===== config.mk =====
export PLATFORM = sky130hd
export DESIGN_NAME = cal_gain_loop
export DESIGN_NICKNAME = d
export VERILOG_FILES = /design/src/rtl/cal_gain_pkg.sv /design/src/rtl/cal_sign_gen.sv /design/src/rtl/cal_accum.sv /design/src/rtl/cal_gain_loop.sv
export SDC_FILE = /design/constraint.sdc
export NUM_CORES = 1
export LEC_CHECK = 0
export ABC_AREA = 1
export CAP_MARGIN = 20
export CORE_MARGIN = 2
export CORE_UTILIZATION = 55
export DETAILED_ROUTE_END_ITERATION = 6
export MAX_ROUTING_LAYER = met4
export PLACE_DENSITY = 0.74
export SLEW_MARGIN = 5
export SYNTH_ARGS = -nofsm -noshare
export SYNTH_HDL_FRONTEND = slang
export SYNTH_SLANG_ARGS = --single-unit

===== constraint.sdc =====
create_clock -name clk_i -period 16.75 [get_ports clk_i]
set_input_delay 3.35 -clock clk_i [delete_from_list [all_inputs] [get_ports clk_i]]
set_output_delay 3.35 -clock clk_i [all_outputs]
set_load 0.05 [all_outputs]

===== src/rtl/cal_gain_pkg.sv =====
package cal_gain_pkg;

  localparam int LFSR_W = 31;

  // one advance of the sign generator: x^31 + x^28 + 1
  function automatic logic [LFSR_W-1:0] lfsr_advance(input logic [LFSR_W-1:0] st);
    return {st[LFSR_W-2:0], st[30] ^ st[27]};
  endfunction

  // signed correlation term: s * (be - s*amp), neg=1 means s = -1
  function automatic int signed corr_term(input int signed be, input int signed amp,
                                          input logic neg);
    int signed err;
    err = neg ? (be + amp) : (be - amp);
    return neg ? -err : err;
  endfunction

endpackage


===== src/rtl/cal_sign_gen.sv =====
module cal_sign_gen
  import cal_gain_pkg::*;
#(
  parameter logic [LFSR_W-1:0] SEED = 31'h1,
  parameter int LAT = 2
) (
  input  logic              clk_i,
  input  logic              rst_ni,
  input  logic              adv_i,
  output logic              inj_sign_o,
  output logic              used_sign_o,
  output logic [LFSR_W-1:0] state_o
);
  logic [LFSR_W-1:0] lfsr_q;
  logic              sign_q;
  logic [LAT-1:0]    dly_q;

  always_ff @(posedge clk_i) begin
    if (!rst_ni) begin
      lfsr_q <= SEED;
      sign_q <= 1'b0;
    end else if (adv_i) begin
      sign_q <= lfsr_q[LFSR_W-1];
      lfsr_q <= lfsr_advance(lfsr_q);
    end
  end

  generate
    if (LAT == 1) begin : g_one
      always_ff @(posedge clk_i) begin
        if (!rst_ni)    dly_q <= '0;
        else if (adv_i) dly_q <= sign_q;
      end
    end else begin : g_chain
      always_ff @(posedge clk_i) begin
        if (!rst_ni)    dly_q <= '0;
        else if (adv_i) dly_q <= {dly_q[LAT-2:0], sign_q};
      end
    end
  endgenerate

  assign inj_sign_o  = sign_q;
  assign used_sign_o = dly_q[LAT-1];
  assign state_o     = lfsr_q;
endmodule


===== src/rtl/cal_accum.sv =====
module cal_accum #(
  parameter int ACC_W  = 28,
  parameter int CODE_W = 7
) (
  input  logic              clk_i,
  input  logic              rst_ni,
  input  logic              valid_i,
  input  logic              upd_i,
  input  logic signed [31:0] corr_i,
  output logic [CODE_W-1:0] code_o,
  output logic              sat_o
);
  localparam int EW = 33;
  localparam logic [ACC_W-1:0] MID = ACC_W'(1) << (ACC_W - 1);
  localparam logic signed [EW-1:0] TOP = $signed({{(EW-ACC_W){1'b0}}, {ACC_W{1'b1}}});

  logic [ACC_W-1:0]     acc_q, acc_d;
  logic [CODE_W-1:0]    code_q;
  logic signed [EW-1:0] sum;

  always_comb begin
    sum   = $signed({{(EW-ACC_W){1'b0}}, acc_q}) + $signed({corr_i[31], corr_i});
    sat_o = 1'b0;
    acc_d = acc_q;
    if (upd_i) begin
      if (sum < 0) begin
        acc_d = '0;
        sat_o = 1'b1;
      end else if (sum > TOP) begin
        acc_d = '1;
        sat_o = 1'b1;
      end else begin
        acc_d = sum[ACC_W-1:0];
      end
    end
  end

  always_ff @(posedge clk_i) begin
    if (!rst_ni) begin
      acc_q  <= MID;
      code_q <= MID[ACC_W-1 -: CODE_W];
    end else begin
      acc_q <= acc_d;
      if (valid_i) code_q <= acc_d[ACC_W-1 -: CODE_W];
    end
  end

  assign code_o = code_q;
endmodule


===== src/rtl/cal_gain_loop.sv =====
module cal_gain_loop
  import cal_gain_pkg::*;
#(
  parameter int STAGES = 2,
  parameter int DATA_W = 12,
  parameter int REF_W  = 12,
  parameter int ACC_W  = 28,
  parameter int CODE_W = 7,
  parameter int LAT    = 2,
  parameter logic [LFSR_W-1:0] SEED = 31'h1,
  localparam int SEL_W = (STAGES > 1) ? $clog2(STAGES) : 1
) (
  input  logic                     clk_i,
  input  logic                     rst_ni,
  input  logic                     smp_valid_i,
  input  logic                     in_region_i,
  input  logic [SEL_W-1:0]         cal_sel_i,
  input  logic signed [DATA_W-1:0] be_code_i,
  input  logic signed [REF_W-1:0]  ref_meas_i,
  output logic                     inj_sign_o,
  output logic [STAGES*CODE_W-1:0] dac_code_o
);
  logic              used_sign;
  logic [LFSR_W-1:0] lfsr_state;
  logic signed [31:0] corr;
  logic              gate_open;
  logic [STAGES-1:0] upd_vec;
  logic [STAGES-1:0] sat_vec;

  cal_sign_gen #(.SEED(SEED), .LAT(LAT)) u_sign (
    .clk_i      (clk_i),
    .rst_ni     (rst_ni),
    .adv_i      (smp_valid_i),
    .inj_sign_o (inj_sign_o),
    .used_sign_o(used_sign),
    .state_o    (lfsr_state)
  );

  assign corr      = corr_term(int'(be_code_i), int'(ref_meas_i), used_sign);
  assign gate_open = smp_valid_i & in_region_i;

  generate
    for (genvar s = 0; s < STAGES; s++) begin : g_stage
      assign upd_vec[s] = gate_open & (cal_sel_i == SEL_W'(s));
      cal_accum #(.ACC_W(ACC_W), .CODE_W(CODE_W)) u_acc (
        .clk_i  (clk_i),
        .rst_ni (rst_ni),
        .valid_i(smp_valid_i),
        .upd_i  (upd_vec[s]),
        .corr_i (corr),
        .code_o (dac_code_o[s*CODE_W +: CODE_W]),
        .sat_o  (sat_vec[s])
      );
    end
  endgenerate
endmodule


==> flow_summary_export.csv, run 1 <==
group,metric,value,unit
synthesis,synth_top_area_frac,0.2519,
critical_path,startpoint_type,"primary input",
clock_network,htreeDepth,3,
min_path,hold_path_depth,2,
die,die_area,0.01603,mm2
timing,fin_crit_sh,0.5686,
layout,n_antenna_cell,0,
timing,fin_crit,9525,ps
detailed_routing,routedWlPerCell,13.87,um
detailed_routing,drc,0,
global_routing,grt_util_met3,0.03416,
layout,final_area,0.009099,mm2
synthesis,netlist_area,0.008265,mm2
power,cellLeakagePower,4.090,nW
synthesis,synth_top_area_cell,"dfxtp_1",
synthesis,synth_flop_cell,"dfxtp_1",
global_routing,met2_usage,0.4171,
place,hpwl,14950,um
critical_path,endpoint_kind,"flop",
clock_network,path_clk_slew,70,ps
critical_path,crit_top_cell,"nand2_1",
clock_network,cts_tree,"done",
critical_path,reg2reg_depth,37,
place,dpl_cell_area,0.008765,mm2
synthesis,ys_warn_count,0,
timing,tightest_slew,792.3,ps
die,core,0.01459,mm2
synthesis,ys_top_cells_by_count,"nand2_1, nor2_1, a21oi_1",
critical_path,slowest_stage,"clkdlybuf4s50_1",
detailed_routing,drtAntennaViolNets,0,
critical_path,worstSetupPathType,"in2reg",
power,power_density,107.3,mW/mm2
critical_path,crit_arrival,9780,ps
synthesis,synth_fp_nets,1358,
clock_network,cts-root-buf,"clkbuf_16",
clock_network,clk_path_buf_depth,2,
synthesis,synth_most_common_cell,"nand2_1",
synthesis,ys_ff_latch,104,
global_routing,use_met1,0.3549,
clock_network,clk_latency,370,ps
power,irDropWorstVdd,0.07378,mV
global_routing,antenna_found_initial,0,
global_routing,gr-usage-all-layers,0.2629,
clock_network,cts_resized,0,
global_routing,grt_pass1_wl,34030,um
timing,finalHoldViolCount,0,
die,ios,44,
detailed_routing,drt_first_iter_violations,571,
layout,area_growth,10.08,%
timing,skew,13.20,ps
timing,fin_hold_ws,472.5,ps
global_routing,grt_max_degree,72,
die,fp.dieW,126.6,um
detailed_routing,num_vias,7947,
clock_network,numCtsBuffers,9,
flow_run,cap_violations,0,
detailed_routing,wl,20210,um
synthesis,synth-async-reset-ratio,0,
global_routing,busiest_layer,"met2",
die,die_h,126.6,um
run_status,outcome,"finished clean",
synthesis,synth.avg_cell_area,6.618,um2
timing,rsz0062_at_grt,"false",
timing,max_freq,0.1050,GHz
place,gp_congestion,0.9481,
detailed_routing,firstDrtPassIters,5,
place,io_buffers,43,
critical_path,slowest_delay,480,ps
die,row_count,44,
clock_network,cts.hold.buffers_added,0,
synthesis,synth_edf_count,0,
layout,drive_above_1_share,0.04242,
die,start_util,0.5666,
timing,max-slew-margin-rel,0.4707,
synthesis,yosysSeqAreaShare,0.2519,
detailed_routing,drt-vias-per-instance,5.454,
min_path,worstHoldPathType,"reg2reg",
critical_path,cp.required,17010,ps
global_routing,grt-ovfl-total,0,
timing,setup_tns,0,ps
global_routing,grt_pass1_vias,7408,
critical_path,worstPathMaxFanout,26,
timing,setup_viol,0,
synthesis,ys_types,42,
timing,finalMaxSlewViolations,0,
synthesis,synth_cells,1249,
synthesis,synth_area_leaders,"dfxtp_1, nand2_1, ha_1",
clock_network,cts.sinks,104,
clock_network,post-cts-setup-buffers,0,
layout,nNetsFinal,1377,
-- flip-flops by register name, summed over array words and instances (netlist names) --
name	cells
g_stage.u_acc.code_o	14
u_sign.dly_q	2
g_stage.u_acc.acc_q	56
u_sign.inj_sign_o	1
u_sign.state_o	31
-- cell families (layout without fill, tap and decap cells) --
group | after synthesis | after routing | synth area share
xor gates and xnor gates | 82 | 82 | 0.08689
and+or+nand+nor | 578 | 578 | 0.2867
DFF | 104 | 104 | 0.2519
buffers and inverters | 124 | 148 | 0.06070
AOI/OAI and AO/OA | 281 | 281 | 0.1900
adders and majority gates | 80 | 80 | 0.1238
-- metrics by stage --
step,total power [W],std cells,util,setup WS [ps]
after global placement,0.0007477,1440,0.6008,7099
after detailed placement,0.0007514,1440,0.6008,7022
after floorplan,0.0006565,1249,-,8520
after CTS,0.0009740,1456,0.6218,7310
final,0.0009759,1457,0.6237,7225
after global routing,0.001048,1457,0.6237,6577
-- power breakdown --
part	switching, W	total [W]	internal (W)
clock	0.000113	0.000219	0.000107
combinational	0.000313	0.000481	0.000168
sequential	0.0000106	0.000275	0.000264
-- layout make-up --
| class | instances | area, um2 |
|---|---|---|
| multi-input cells | 1021 | 5682 |
| fillers | 1389 | 5490 |
| flip-flops and latches | 104 | 2082 |
| repair buffers | 48 | 483.0 |
| inverters | 84 | 315.3 |
| well taps | 184 | 230.2 |
| clock buffers | 9 | 225.2 |
| clock inverters | 7 | 81.33 |
-- final timing paths --
| path | from | endpoint | slack, ps |
|---|---|---|---|
| worst max-delay path | ref_meas_i[0] | g_stage[0].u_acc.code_o[0]$_SDFFE_PN0P_ | 7230 |
| worst min-delay path | g_stage[1].u_acc.acc_q[15]$_SDFFE_PN0P_ | g_stage[1].u_acc.acc_q[15]$_SDFFE_PN0P_ | 470 |
| worst max register to register | u_sign.dly_q[1]$_SDFFE_PN0P_ | g_stage[0].u_acc.code_o[0]$_SDFFE_PN0P_ | 9780 |
| worst min register to register | g_stage[1].u_acc.acc_q[15]$_SDFFE_PN0P_ | g_stage[1].u_acc.acc_q[15]$_SDFFE_PN0P_ | 470 |
-- placed cells by master (no fill, tap or decap), types with 3 or more instances in the layout --
master,synthesis,routed
a21o_1,16,16
nand3_2,5,5
fa_1,3,3
dfxtp_1,104,104
ha_1,77,77
buf_4,2,4
nand3_1,45,45
a21boi_0,5,5
a21oi_1,138,138
o21a_1,5,5
nand2_1,337,337
o21ai_1,6,6
o21bai_1,6,6
o21ai_2,4,4
inv_1,79,79
a31oi_1,9,9
inv_2,5,5
a31o_2,3,3
nor2_1,149,149
xnor2_1,33,33
nand4_1,11,11
o21ai_0,80,80
nor4_1,9,9
clkdlybuf4s50_1,0,42
nand2_2,4,4
nor2_2,3,3
xor2_1,49,49
nor3_1,7,7
o211ai_1,3,3
clkbuf_16,0,9
-- layer usage --
layer	part of all wire	wire (um)
met4	0.014	283
met3	0.034	685
met2	0.45	9074
met1	0.50	10170
met5	0	0
-- critical path, delay by kind of cell --
| family | cells | cell delay (ps) |
|---|---|---|
| XOR/XNOR | 1 | 230 |
| AO/OA/AOI/OAI | 6 | 1380 |
| buffers and inverters | 7 | 870 |
| adder cells (fa/ha/maj) | 4 | 1240 |
| AND/OR/NAND/NOR | 22 | 2690 |
(Power assumes the default switching activity.)
==> run 2, diff against run 1 <==
--- a/config.mk
+++ b/config.mk
@@ -11,7 +11,7 @@
 export CORE_UTILIZATION = 55
 export DETAILED_ROUTE_END_ITERATION = 6
 export MAX_ROUTING_LAYER = met4
-export PLACE_DENSITY = 0.74
+export PLACE_DENSITY = 0.77
 export SLEW_MARGIN = 5
 export SYNTH_ARGS = -nofsm -noshare
 export SYNTH_HDL_FRONTEND = slang
==> constraint.sdc (replaced) <==
create_clock -name clk_i -period 8.3 [get_ports clk_i]
set_input_delay 1.66 -clock clk_i [delete_from_list [all_inputs] [get_ports clk_i]]
set_output_delay 1.66 -clock clk_i [all_outputs]
set_load 0.05 [all_outputs]
==> flow_summary_export.csv, run 2 (synthesized netlist as in run 1, its figures left out) <==
group,metric,value,unit
global_routing,grt_max_degree,72,
critical_path,slowest_delay,490,ps
power,cellLeakagePower,4.091,nW
timing,setup_tns,0,ps
layout,area_growth,9.855,%
timing,tightest_slew,800.7,ps
detailed_routing,firstDrtPassIters,5,
layout,largest_reg_flops,56,
detailed_routing,drt-vias-per-instance,5.493,
run_status,outcome,"finished clean",
die,fp.dieW,126.6,um
clock_network,post-cts-setup-buffers,0,
detailed_routing,num_vias,8015,
die,ios,44,
clock_network,numCtsBuffers,9,
layout,final_cell_count_no_fill,1459,
global_routing,grt-ovfl-total,0,
layout,n_antenna_cell,0,
critical_path,endpoint_kind,"flop",
clock_network,cts.sinks,104,
detailed_routing,routedWlPerCell,13.96,um
place,gp_congestion,0.9491,
detailed_routing,drtAntennaViolNets,0,
timing,max_freq,0.1312,GHz
place,io_buffers,43,
die,start_util,0.5666,
layout,largest-register,"g_stage.u_acc.acc_q",
timing,skew,7.075,ps
layout,drive_above_1_share,0.04392,
die,die_area,0.01603,mm2
place,hpwl,15120,um
global_routing,gr-usage-all-layers,0.2689,
min_path,worstHoldPathType,"reg2reg",
timing,finalHoldViolCount,0,
die,row_count,44,
critical_path,slowest_stage,"clkdlybuf4s50_1",
timing,fin_crit,7622,ps
timing,fin_crit_sh,0.9184,
critical_path,startpoint_type,"primary input",
layout,fin_util,0.6224,
timing,rsz0062_at_grt,"false",
clock_network,path_clk_slew,70,ps
global_routing,grt_pass1_wl,34740,um
layout,layout_common_cells,"nand2_1, nor2_1, a21oi_1",
clock_network,cts.hold.buffers_added,0,
clock_network,htreeDepth,3,
critical_path,crit_top_cell,"nand2_1",
layout,fill_cells,1375,
flow_run,cap_violations,0,
critical_path,cp.required,8560,ps
die,die_h,126.6,um
detailed_routing,wl,20370,um
detailed_routing,drc,0,
timing,max-slew-margin-rel,0.4662,
layout,nNetsFinal,1380,
power,power_density,215.3,mW/mm2
critical_path,worstSetupPathType,"in2reg",
power,irDropWorstVdd,0.1570,mV
clock_network,cts-root-buf,"clkbuf_16",
place,dpl.cell_count,1444,
timing,finalMaxSlewViolations,0,
layout,layout_commonest_cell,"nand2_1",
critical_path,crit_arrival,7890,ps
global_routing,antenna_found_initial,0,
die,core,0.01459,mm2
clock_network,clk_latency,360,ps
critical_path,critical_path.top_delay_family,"simple AND/OR/NAND/NOR gates",
critical_path,crit_buf_inv,7,
critical_path,worstPathMaxFanout,26,
detailed_routing,drt_first_iter_violations,505,
timing,setup_viol,0,
clock_network,clk_path_buf_depth,2,
global_routing,grt_pass1_vias,7463,
clock_network,cts_tree,"done",
-- run 2: worst paths after layout --
kind	startpoint	endpoint	cells after the start	slack [ps]
worst max-delay path	ref_meas_i[1]	g_stage[0].u_acc.code_o[4]$_SDFFE_PN0P_	40	680
worst min-delay path	u_sign.state_o[28]$_SDFFE_PN0P_	u_sign.state_o[28]$_SDFFE_PN0P_	2	460
worst max register to register	u_sign.dly_q[1]$_SDFFE_PN0P_	g_stage[0].u_acc.code_o[4]$_SDFFE_PN0P_	36	1500
worst min register to register	u_sign.state_o[28]$_SDFFE_PN0P_	u_sign.state_o[28]$_SDFFE_PN0P_	2	460
-- run 2: layer usage --
layer,track usage,share of wire
met5,-,0
met4,0.04848,0.0096
met3,0.04555,0.040
met2,0.4372,0.46
met1,0.3570,0.49
-- run 2: worst register-to-register path: cells and delay by family (launching register included) --
kind                     cells  cell delay, ps
AND/OR/NAND/NOR             19            2030
AO/OA/AOI/OAI                9            1730
adder cells (fa/ha/maj)      3            1020
flip-flops                   1             780
buffers and inverters        3             640
XOR/XNOR                     2             510
-- run 2: layout make-up --
class                      count  area [um2]  area share
clock buffer                   9       225.2     0.02480
clock inverter                 6       60.06    0.006614
inverter                      84       315.3     0.03473
multi-input combinational   1021        5682      0.6257
sequential                   104        2082      0.2293
tap                          184       230.2     0.02535
timing repair buffer          51       485.5     0.05347
-- run 2: timing repair --
item	4_1_cts	5_1_grt
endpoints found under the hold margin	0	0
resized for setup	0	1
endpoints found under the setup margin	0	1
-- run 2: power by group --
part	switching, W	internal, W
Sequential	0.0000207	0.000534
Clock	0.000215	0.000211
Combinational	0.000635	0.000340
-- run 2: per-stage QoR --
step	power [W]	setup slack, ps	hold slack (ps)	cell area [um2]
after floorplan	0.001325	1760	439.2	8265
after global placement	0.001512	430.1	456.3	8795
after detailed placement	0.001522	326.1	457.8	8795
after CTS	0.001953	696.1	470.7	9080
after global routing	0.002102	6.125	492.6	9080
final	0.001955	677.6	464.8	9080
